===== config.mk =====
export PLATFORM = sky130hd
export DESIGN_NAME = sertx_top
export DESIGN_NICKNAME = d
export VERILOG_FILES = /design/src/rtl/sertx_pkg.sv /design/src/rtl/sertx_framer.sv /design/src/rtl/sertx_shifter.sv /design/src/rtl/sertx_top.sv
export SDC_FILE = /design/constraint.sdc
export NUM_CORES = 1
export LEC_CHECK = 0
export ABC_AREA = 1
export CAP_MARGIN = 20
export CORE_ASPECT_RATIO = 1.4
export CORE_UTILIZATION = 55
export CTS_CLUSTER_DIAMETER = 120
export DETAILED_ROUTE_END_ITERATION = 6
export HOLD_SLACK_MARGIN = 0.12
export PLACE_DENSITY_LB_ADDON = 0.08
export RECOVER_POWER = 100
export SLEW_MARGIN = 10
export SYNTH_ARGS = -nofsm -noshare
export SYNTH_HDL_FRONTEND = slang
export SYNTH_HIERARCHICAL = 1
export SYNTH_SLANG_ARGS = --single-unit

===== constraint.sdc =====
create_clock -name clk -period 1.5 [get_ports clk]
set_clock_uncertainty 0.05 [all_clocks]
set_input_delay 0.3 -clock clk [delete_from_list [all_inputs] [get_ports clk]]
set_output_delay 0.3 -clock clk [all_outputs]
set_load 0.01 [all_outputs]

===== src/rtl/sertx_pkg.sv =====
package sertx_pkg;
  typedef struct packed {
    logic wide;       // 1: full-width data, 0: one bit shorter
    logic par_en;
    logic par_odd;
    logic stop2;
    logic msb_first;
  } frame_cfg_t;
endpackage


===== src/rtl/sertx_framer.sv =====
module sertx_framer
  import sertx_pkg::*;
#(
  parameter int DATA_W = 8,
  parameter int SW     = DATA_W + 5,
  parameter int CW     = $clog2(SW + 1)
) (
  input  frame_cfg_t        cfg_i,
  input  logic [DATA_W-1:0] data_i,
  output logic [SW-1:0]     img_o,
  output logic [CW-1:0]     slots_o
);
  // clear the unused top bit in short mode
  function automatic logic [DATA_W-1:0] keep_bits(logic [DATA_W-1:0] d, logic wide);
    return wide ? d : {1'b0, d[DATA_W-2:0]};
  endfunction

  function automatic logic par_bit(logic [DATA_W-1:0] d, logic odd);
    return (^d) ^ odd;
  endfunction

  // result[i] is the i-th data bit put on the line
  function automatic logic [DATA_W-1:0] order_bits(logic [DATA_W-1:0] d, logic wide, logic msb);
    logic [DATA_W-1:0] r;
    int top;
    top = wide ? DATA_W - 1 : DATA_W - 2;
    r = '0;
    for (int i = 0; i < DATA_W; i++) begin
      if (!msb) r[i] = d[i];
      else if (top - i >= 0) r[i] = d[top - i];
    end
    return r;
  endfunction

  logic [DATA_W-1:0] masked, seq;
  logic [CW-1:0]     pos;

  always_comb begin
    masked = keep_bits(data_i, cfg_i.wide);
    seq    = order_bits(masked, cfg_i.wide, cfg_i.msb_first);
    img_o  = '1;            // slot 0 idle, stop bits and padding high
    img_o[1] = 1'b0;        // start bit
    for (int i = 0; i < DATA_W; i++) begin
      if (cfg_i.wide || i < DATA_W - 1) img_o[2 + i] = seq[i];
    end
    pos = cfg_i.wide ? CW'(DATA_W + 2) : CW'(DATA_W + 1);
    if (cfg_i.par_en) begin
      img_o[pos] = par_bit(masked, cfg_i.par_odd);
      pos = pos + 1'b1;
    end
    slots_o = pos + (cfg_i.stop2 ? CW'(2) : CW'(1));
  end
endmodule


===== src/rtl/sertx_shifter.sv =====
module sertx_shifter #(
  parameter int SW = 13,
  parameter int CW = $clog2(SW + 1)
) (
  input  logic          clk,
  input  logic          rst_n,
  input  logic          en_i,
  input  logic          accept_i,
  input  logic          tick_i,
  input  logic [SW-1:0] img_i,
  input  logic [CW-1:0] slots_i,
  output logic          busy_o,
  output logic          line_o,
  output logic          last_slot_o
);
  logic [SW-1:0] sh_q;
  logic [CW-1:0] cnt_q;

  assign line_o      = sh_q[0];
  assign last_slot_o = busy_o && (cnt_q == CW'(1));

  always_ff @(posedge clk or negedge rst_n) begin
    if (!rst_n) begin
      busy_o <= 1'b0;
      sh_q   <= '1;
      cnt_q  <= '0;
    end else if (!en_i) begin
      busy_o <= 1'b0;
      sh_q   <= '1;
      cnt_q  <= '0;
    end else if (!busy_o) begin
      if (accept_i) begin
        busy_o <= 1'b1;
        sh_q   <= img_i;
        cnt_q  <= slots_i;
      end
    end else if (tick_i) begin
      if (last_slot_o) begin
        busy_o <= 1'b0;
        sh_q   <= '1;
        cnt_q  <= '0;
      end else begin
        sh_q  <= {1'b1, sh_q[SW-1:1]};
        cnt_q <= cnt_q - 1'b1;
      end
    end
  end


  idle_high_chk: assert property (@(posedge clk) disable iff (!rst_n)
    !busy_o |-> line_o);

  dis_clear_chk: assert property (@(posedge clk) disable iff (!rst_n)
    !en_i |=> (!busy_o && line_o));

  hold_chk: assert property (@(posedge clk) disable iff (!rst_n)
    (busy_o && !tick_i && en_i) |=> ($stable(sh_q) && busy_o));

  done_chk: assert property (@(posedge clk) disable iff (!rst_n)
    (last_slot_o && tick_i && en_i) |=> !busy_o);

  lead_idle_chk: assert property (@(posedge clk) disable iff (!rst_n)
    $rose(busy_o) |-> line_o);

  cnt_bound_chk: assert property (@(posedge clk) disable iff (!rst_n)
    cnt_q <= CW'(SW));
endmodule


===== src/rtl/sertx_top.sv =====
module sertx_top
  import sertx_pkg::*;
#(
  parameter int DATA_W = 8
) (
  input  logic              clk,
  input  logic              rst_n,
  input  logic              en_i,
  input  logic [1:0]        mode_i,
  input  logic              par_en_i,
  input  logic              par_odd_i,
  input  logic              stop2_i,
  input  logic              msb_first_i,
  input  logic              tick_i,
  input  logic              ld_i,
  input  logic [DATA_W-1:0] data_i,
  output logic              busy_o,
  output logic              txd_o
);
  localparam int SW = DATA_W + 5;       // idle + start + data + parity + 2 stop
  localparam int CW = $clog2(SW + 1);

  frame_cfg_t    cfg;
  logic [SW-1:0] img;
  logic [CW-1:0] slots;
  logic          accept, last_slot;

  assign cfg    = '{wide: mode_i[0], par_en: par_en_i, par_odd: par_odd_i,
                    stop2: stop2_i, msb_first: msb_first_i};
  assign accept = ld_i && en_i && mode_i[1] && !busy_o;

  sertx_framer #(.DATA_W(DATA_W), .SW(SW), .CW(CW)) u_framer (
    .cfg_i(cfg), .data_i(data_i), .img_o(img), .slots_o(slots)
  );

  sertx_shifter #(.SW(SW), .CW(CW)) u_shifter (
    .clk(clk), .rst_n(rst_n), .en_i(en_i), .accept_i(accept), .tick_i(tick_i),
    .img_i(img), .slots_i(slots), .busy_o(busy_o), .line_o(txd_o),
    .last_slot_o(last_slot)
  );


  mode_gate_chk: assert property (@(posedge clk) disable iff (!rst_n)
    $rose(busy_o) |-> ($past(mode_i[1]) && $past(ld_i) && $past(en_i)));

  end_ld_chk: assert property (@(posedge clk) disable iff (!rst_n)
    (last_slot && tick_i) |=> !busy_o);
endmodule


==> results.sh, run 1 <==
export IMPL_diodes=0
export IMPL_p_sw_share_pct=31.1
export IMPL_slew_violations=0
export IMPL_required_ns=1.15
export IMPL_syn_inst=235
export IMPL_p_switching_mw=0.421
export IMPL_cp_arrival_ns=1.09
export IMPL_io_buffers=20
export IMPL_first_pass_iters=4
export IMPL_slowest_delay_ns=0.54
export IMPL_instances_no_fill=314
export IMPL_drive_above_1_share_pct=26.3
export IMPL_wl_per_cell_um=10.1
export IMPL_antenna_found_initial=0
export IMPL_peakVddDrop_mv=0.564
export IMPL_synth_area_mm2=0.00153
export IMPL_root_buffer="clkbuf_4"
export IMPL_crit_path_cell_trace="dlygate4sd2_1"
export IMPL_seqPwrFrac_pct=45.0
export IMPL_intPower_mw=0.933
export IMPL_grt_max_degree=19
export IMPL_crit_fanout=2
export IMPL_worst_slack_ns=0.0600
export IMPL_comb_power_share_pct=33.6
export IMPL_drc=0
export IMPL_critical_path_class="flip-flop to primary output"
export IMPL_post_route_min_period_ns=1.44
export IMPL_dieWidth_um=46.6
export IMPL_io_pins=21
export IMPL_htreeDepth=1
export IMPL_end_kind="primary output"
export IMPL_area_delta_synth_final_pct=28.9
export IMPL_overflow=0
export IMPL_rsz0062_at_grt="yes"
export IMPL_syn_mean_instance_area_um2=6.51
export IMPL_clock_path_buffers=2
export IMPL_critPathTopFamily="flip-flops"
export IMPL_grt_pass1_vias=1393
export IMPL_clock_fmax_ghz=0.694
export IMPL_status="finished clean"
export IMPL_setup_violations=0
export IMPL_place_hpwl_um=2360
export IMPL_postLayoutCoreUtil_pct=74.7
export IMPL_p_clk_share_pct=21.5
export IMPL_yosys_warnings=6
export IMPL_clkSinkCount=18
export IMPL_cts_hold_buf=0
export IMPL_dpl_worst_slack_ns=-0.680
export IMPL_core_mm2=0.00264
export IMPL_clk_pin_slew_ns=0.10
export IMPL_first_iter_violations=35
export IMPL_grt_pass1_wl_um=5530
export IMPL_cts_tree="done"
export IMPL_finalWeightedCongestion=0.845
export IMPL_drv_cap=0
export IMPL_leakagePower_nw=1.04
export IMPL_finalNetCount=304
export IMPL_slew_headroom_pct=34.3
export IMPL_dp_cells=307
export IMPL_die_h_um=64.4
export IMPL_design_area_mm2=0.00197
export IMPL_tightest_slew_ns=0.986
export IMPL_crit_buf_inv=1
export IMPL_placed_cell_area_mm2=0.00192
export IMPL_critical_path_slowest_cell="dfstp_2"
export IMPL_wirelength_um=3160
export IMPL_hold_path_class="flip-flop to flip-flop"
export IMPL_period_share_pct=96.0
export IMPL_gr_usage_all_layers_pct=24.3
export IMPL_route_vias_total=1517
export IMPL_drt_vias_per_instance=4.83
export IMPL_ant_nets=0
export IMPL_dieArea_mm2=0.00300
export IMPL_start_util_pct=57.9
export IMPL_pwr_density_cell_mw_per_mm2=687
export IMPL_num_rows=22
export IMPL_clk_latency_ns=0.29
export IMPL_hold_viol=0
export IMPL_cts_buffers=3
export IMPL_start_kind="flip-flop"
cells in the final DEF (no fill, tap or decap), drive strengths merged:
cell and count:
dfrtp 5, nand3 18, dlygate4sd2 7, dfstp 13
nor2 13, buf 27, a21oi 14, o22ai 6
clkdlybuf4s15 3, clkdlybuf4s50 5, o21ai 16, nand2 97
dlymetal6s2s 1, nand4 1, o211ai 1, ha 4
xnor2 1, inv 27, fa 2, dlygate4sd3 1
conb 5, nand3b 1, clkbuf 10
final timing paths:
| path | from | end | slack, ns | cells after the start |
|---|---|---|---|---|
| hold / removal | u_shifter/sh_q[5]$_DFFE_PN1P_ | u_shifter/sh_q[5]$_DFFE_PN1P_ | 0.42 | 2 |
| min in group asynchronous | rst_n | u_shifter/cnt_q[3]$_DFFE_PN0P_ | 0.63 | 2 |
| max in group asynchronous | rst_n | u_shifter/busy_o$_DFF_PN0_ | 0.18 | 2 |
| hold reg to reg | u_shifter/sh_q[5]$_DFFE_PN1P_ | u_shifter/sh_q[5]$_DFFE_PN1P_ | 0.42 | 2 |
| setup / recovery | u_shifter/sh_q[0]$_DFFE_PN1P_ | txd_o | 0.06 | 1 |
| setup reg to reg | u_shifter/busy_o$_DFF_PN0_ | u_shifter/busy_o$_DFF_PN0_ | 0.12 | 10 |
per-layer routing:
metal | track usage, % | part of all wire, % | vias to the layer above
met5 | 0 | 0 | -
met4 | 7.72 | 0.79 | 0
met3 | 2.51 | 1.8 | 2
met2 | 41.1 | 50 | 17
met1 | 31.1 | 47 | 679
li1 | - | - | 819
worst min-delay path, delay by kind of cell, from the launching register on:
family / cells / cell delay (ns)
flip-flops: 1 / 0.38
AND/OR/NAND/NOR: 2 / 0.09
metrics by stage:
stage | setup TNS (ns) | hold slack [ns] | total power [mW]
2_1_floorplan | -0.270 | -0.0456 | 0.905
3_3_place_gp | -4.70 | 0.407 | 1.06
3_5_place_dp | -5.05 | 0.408 | 1.07
4_1_cts | -0.0513 | 0.272 | 1.37
5_1_grt | -0.0266 | 0.449 | 1.47
6_report | 0 | 0.420 | 1.35
repair_timing:
item                       4_1_cts  5_1_grt
pin swaps                        1        7
resized for setup               18       18
gates cloned                     0        0
setup endpoints to repair        8        5
buffers inserted                 1        2
final cells by class:
type                       count  area (µm²)
multi-input combinational    179         888
fill                         235         669
sequential                    18         467
timing repair buffer          50         425
inverter                      27         111
tap                           36        45.0
clock buffer                   4        36.3
sequential cells by signal (all words and copies together), names as in the netlist:
register / count
u_shifter/cnt_q: 4
u_shifter/sh_q: 13
u_shifter/busy_o: 1
power by group through the flow:
stage	sequential (mW)	combinational, mW	clock [mW]
floorplan	0.613	0.292	0
global placement	0.615	0.448	0
detailed placement	0.617	0.454	0
CTS	0.608	0.448	0.310
global route	0.616	0.526	0.326
finish	0.609	0.455	0.291
No activity file was read; power rests on OpenSTA's default activity.
==> run 2: changes to the inputs <==
--- a/config.mk
+++ b/config.mk
@@ -5,10 +5,10 @@
 export SDC_FILE = /design/constraint.sdc
 export NUM_CORES = 1
 export LEC_CHECK = 0
-export ABC_AREA = 1
+export ABC_AREA = 0
 export CAP_MARGIN = 20
 export CORE_ASPECT_RATIO = 1.4
-export CORE_UTILIZATION = 55
+export CORE_UTILIZATION = 54
 export CTS_CLUSTER_DIAMETER = 120
 export DETAILED_ROUTE_END_ITERATION = 6
 export HOLD_SLACK_MARGIN = 0.12
==> run 2 against run 1 <==
Effect of this change:
- the flow now finishes with violations (negative setup slack)
- combinational power down 1%
- flip-flop and latch count unchanged
- design area up 0.13%
- critical path depth up 7
- synthesized cell count down 37%
- critical endpoint is now u_shifter/cnt_q[1]$_DFFE_PN0P_
- highest routed layer unchanged
==> results.sh, run 2 <==
export IMPL_grt_pass1_vias=1290
export IMPL_slew_violations=0
export IMPL_async_reset_ff_share_pct=100
export IMPL_overflow=0
export IMPL_peakVddDrop_mv=0.626
export IMPL_n_fill_cell=165
export IMPL_status="finished with violations"
export IMPL_clkSinkCount=18
export IMPL_synth_commonest_cells="nor2_1 (20), mux2i_1 (18), dfstp_2 (13), a21oi_2 (10), inv_1 (10)"
export IMPL_hold_path_class="input port to flip-flop"
export IMPL_finalWeightedCongestion=0.742
export IMPL_gr_usage_all_layers_pct=25.5
export IMPL_drv_cap=0
export IMPL_cts_tree="done"
export IMPL_violations="negative setup slack"
export IMPL_grt_max_degree=19
export IMPL_ant_nets=0
export IMPL_core_mm2=0.00242
export IMPL_cpMostUsedCell="ha_4"
export IMPL_multi_input_area_um2=911
export IMPL_drt_vias_per_instance=5.30
export IMPL_final_cell_mix="buf_4 (28), nor2_1 (20), mux2i_1 (18), dfstp_2 (13), a21oi_2 (12)"
export IMPL_root_buffer="clkbuf_4"
export IMPL_rsz0062_at_grt="yes"
export IMPL_area_delta_synth_final_pct=40.7
export IMPL_crit_buf_inv=3
export IMPL_leakagePower_nw=0.847
export IMPL_worst_slack_ns=-0.0632
export IMPL_num_rows=21
export IMPL_die_h_um=62.3
export IMPL_post_route_min_period_ns=1.56
export IMPL_end_kind="flip-flop"
export IMPL_clock_path_buffers=2
export IMPL_first_iter_violations=26
export IMPL_ff_latch_area_um2=468
export IMPL_route_vias_total=1219
export IMPL_power_mw=1.28
export IMPL_start_util_pct=58.1
export IMPL_critical_path_slowest_cell="fa_2"
export IMPL_crit_path_cell_trace="buf_8 -> inv_8 -> ha_4 -> inv_2 -> ha_4 -> fa_2 -> and2b_1 -> o311a_1"
export IMPL_yosysUniqueCellTypes=40
export IMPL_grt_pass1_wl_um=5380
export IMPL_setup_violations=9
export IMPL_place_hpwl_um=2360
export IMPL_dieArea_mm2=0.00281
export IMPL_diodes=0
export IMPL_period_share_pct=104
export IMPL_antenna_found_initial=0
export IMPL_synth_area_mm2=0.00140
export IMPL_largest_register_ffs=13
export IMPL_crit_fanout=2
export IMPL_synth_top_cell_area_share_pct=24.3
export IMPL_critical_path_class="input port to flip-flop"
export IMPL_slowest_delay_ns=0.39
export IMPL_io_buffers=20
export IMPL_synth_most_common_cell="nor2_1"
export IMPL_hold_viol=0
export IMPL_yosysTopAreaCell="dfstp_2"
export IMPL_wirelength_um=3310
export IMPL_htreeDepth=1
export IMPL_io_pins=21
export IMPL_first_pass_iters=4
export IMPL_cts_buffers=3
export IMPL_critPathTopFamily="adder cells"
export IMPL_syn_mean_instance_area_um2=9.49
export IMPL_dieWidth_um=45.1
export IMPL_instances_no_fill=230
export IMPL_ys_top_cells_by_area="dfstp_2 (24%), mux2i_1 (13%), dfrtp_1 (8.9%)"
export IMPL_drc=0
export IMPL_layout_commonest_cell="buf_4"
export IMPL_yosys_warnings=6
export IMPL_cts_hold_buf=0
export IMPL_cp_arrival_ns=1.69
export IMPL_clk_latency_ns=0.28
export IMPL_pwr_density_cell_mw_per_mm2=650
export IMPL_finalNetCount=222
export IMPL_top_register="u_shifter/sh_q"
export IMPL_synth_edf_count=0
export IMPL_syn_inst=148
export IMPL_drive_above_1_share_pct=41.3
export IMPL_ys_seq_elements=18
export IMPL_required_ns=1.63
export IMPL_ys_flop_type="dfstp_2"
export IMPL_wl_per_cell_um=14.4
export IMPL_dp_cells=220
export IMPL_clock_fmax_ghz=0.640
export IMPL_slew_headroom_pct=35.1
export IMPL_start_kind="input port"
export IMPL_clk_pin_slew_ns=0.10
export IMPL_yosysSeqAreaShare_pct=33.2
export IMPL_tightest_slew_ns=0.973
export IMPL_top_regs="u_shifter/sh_q: 13 flops, u_shifter/cnt_q: 4 flops, u_shifter/busy_o: 1 flops"
run 2: cell types whose count changed in the layout (fill, tap and decap cells not counted), moves of 5 or more:
cell	before	now
xnor2_1	1	6
mux2i_1	0	18
o21ai_0	12	2
inv_2	8	3
o22ai_1	6	1
a21oi_2	0	12
a21oi_1	14	7
nand2_1	90	5
nand3_1	15	0
nor2_1	12	20
inv_1	16	5
nand2_2	6	0
run 2: path summary, 6_finish.rpt:
path | from | to | cells after the start | slack, ns
max | mode_i[0] | u_shifter/cnt_q[1]$_DFFE_PN0P_ | 8 | -0.06
max in group asynchronous | rst_n | u_shifter/busy_o$_DFF_PN0_ | 2 | 0.19
min | par_en_i | u_shifter/sh_q[9]$_DFFE_PN1P_ | 5 | 0.47
min reg2reg | u_shifter/sh_q[1]$_DFFE_PN1P_ | u_shifter/sh_q[1]$_DFFE_PN1P_ | 2 | 0.49
min in group asynchronous | rst_n | u_shifter/cnt_q[3]$_DFFE_PN0P_ | 2 | 0.56
max reg2reg | u_shifter/busy_o$_DFF_PN0_ | u_shifter/cnt_q[1]$_DFFE_PN0P_ | 4 | -0.04
run 2: what timing repair did:
action / in CTS / in global routing
buffers inserted: 5 / 1
setup endpoints to repair: 17 / 16
gates cloned: 1 / 0
resized for setup: 27 / 12
pin swaps: 14 / 7
run 2: layer usage:
metal	global-route usage, %	part of all wire [%]
met5	0	0
met4	6.82	1.1
met3	3.20	1.7
met2	50.0	59
met1	26.1	38
run 2: through the flow:
stage               instance area (µm²)  setup slack [ns]  TNS, ns  utilization [%]  hold slack [ns]
floorplan                          1480            -0.355   -0.649                -          -0.0456
global placement                   1830            -0.862    -6.52             75.9            0.441
detailed placement                 1830            -0.912    -7.13             75.9            0.445
CTS                                1950           -0.0903   -0.146             80.8            0.274
global route                       1980           -0.0985   -0.956             81.7            0.491
finish                             1980           -0.0632  -0.0937             81.7            0.474
run 2: kinds of logic (layout without fill, tap and decap cells):
family                     Yosys count  after routing  synth area share (%)
adders and majority gates            6              6                  6.42
xor gates and xnor gates             7              7                  4.37
DFF                                 18             18                  33.2
muxes                               21             21                  15.4
buffers and inverters               21             66                  8.20
other                                2              5                 0.535
AOI/OAI and AO/OA                   32             32                  16.5
and+or+nand+nor                     41             41                  15.3
run 2: tightest hold or removal path: stages:
cell and delay, ns:
buf_6 0.08, buf_4 0.10, a31oi_1 0.08, mux2i_1 0.18, a21oi_2 0.08
run 2: area by class of cell:
cell class / count / share of cell area (%)
well taps: 34 / 2.15
clock buffers: 4 / 1.84
repair buffers: 52 / 23.8
inverters: 10 / 2.41
multi-input cells: 112 / 46.1
flip-flops and latches: 18 / 23.7
run 2: where the power goes:
| part | internal [mW] | leakage [nW] | switching, mW | total (mW) |
|---|---|---|---|---|
| sequential | 0.523 | 0.203 | 0.0163 | 0.539 |
| combinational | 0.237 | 0.623 | 0.211 | 0.449 |
| clock | 0.148 | 0.0210 | 0.148 | 0.296 |
==> run 3: changes to the inputs <==
--- a/config.mk
+++ b/config.mk
@@ -11,6 +11,7 @@
 export CORE_UTILIZATION = 54
 export CTS_CLUSTER_DIAMETER = 120
 export DETAILED_ROUTE_END_ITERATION = 6
+export GPL_ROUTABILITY_DRIVEN = 0
 export HOLD_SLACK_MARGIN = 0.12
 export PLACE_DENSITY_LB_ADDON = 0.08
 export RECOVER_POWER = 100
==> results of run 3 <==
No change in the layout: final DEF, timing and power equal those of run 2.
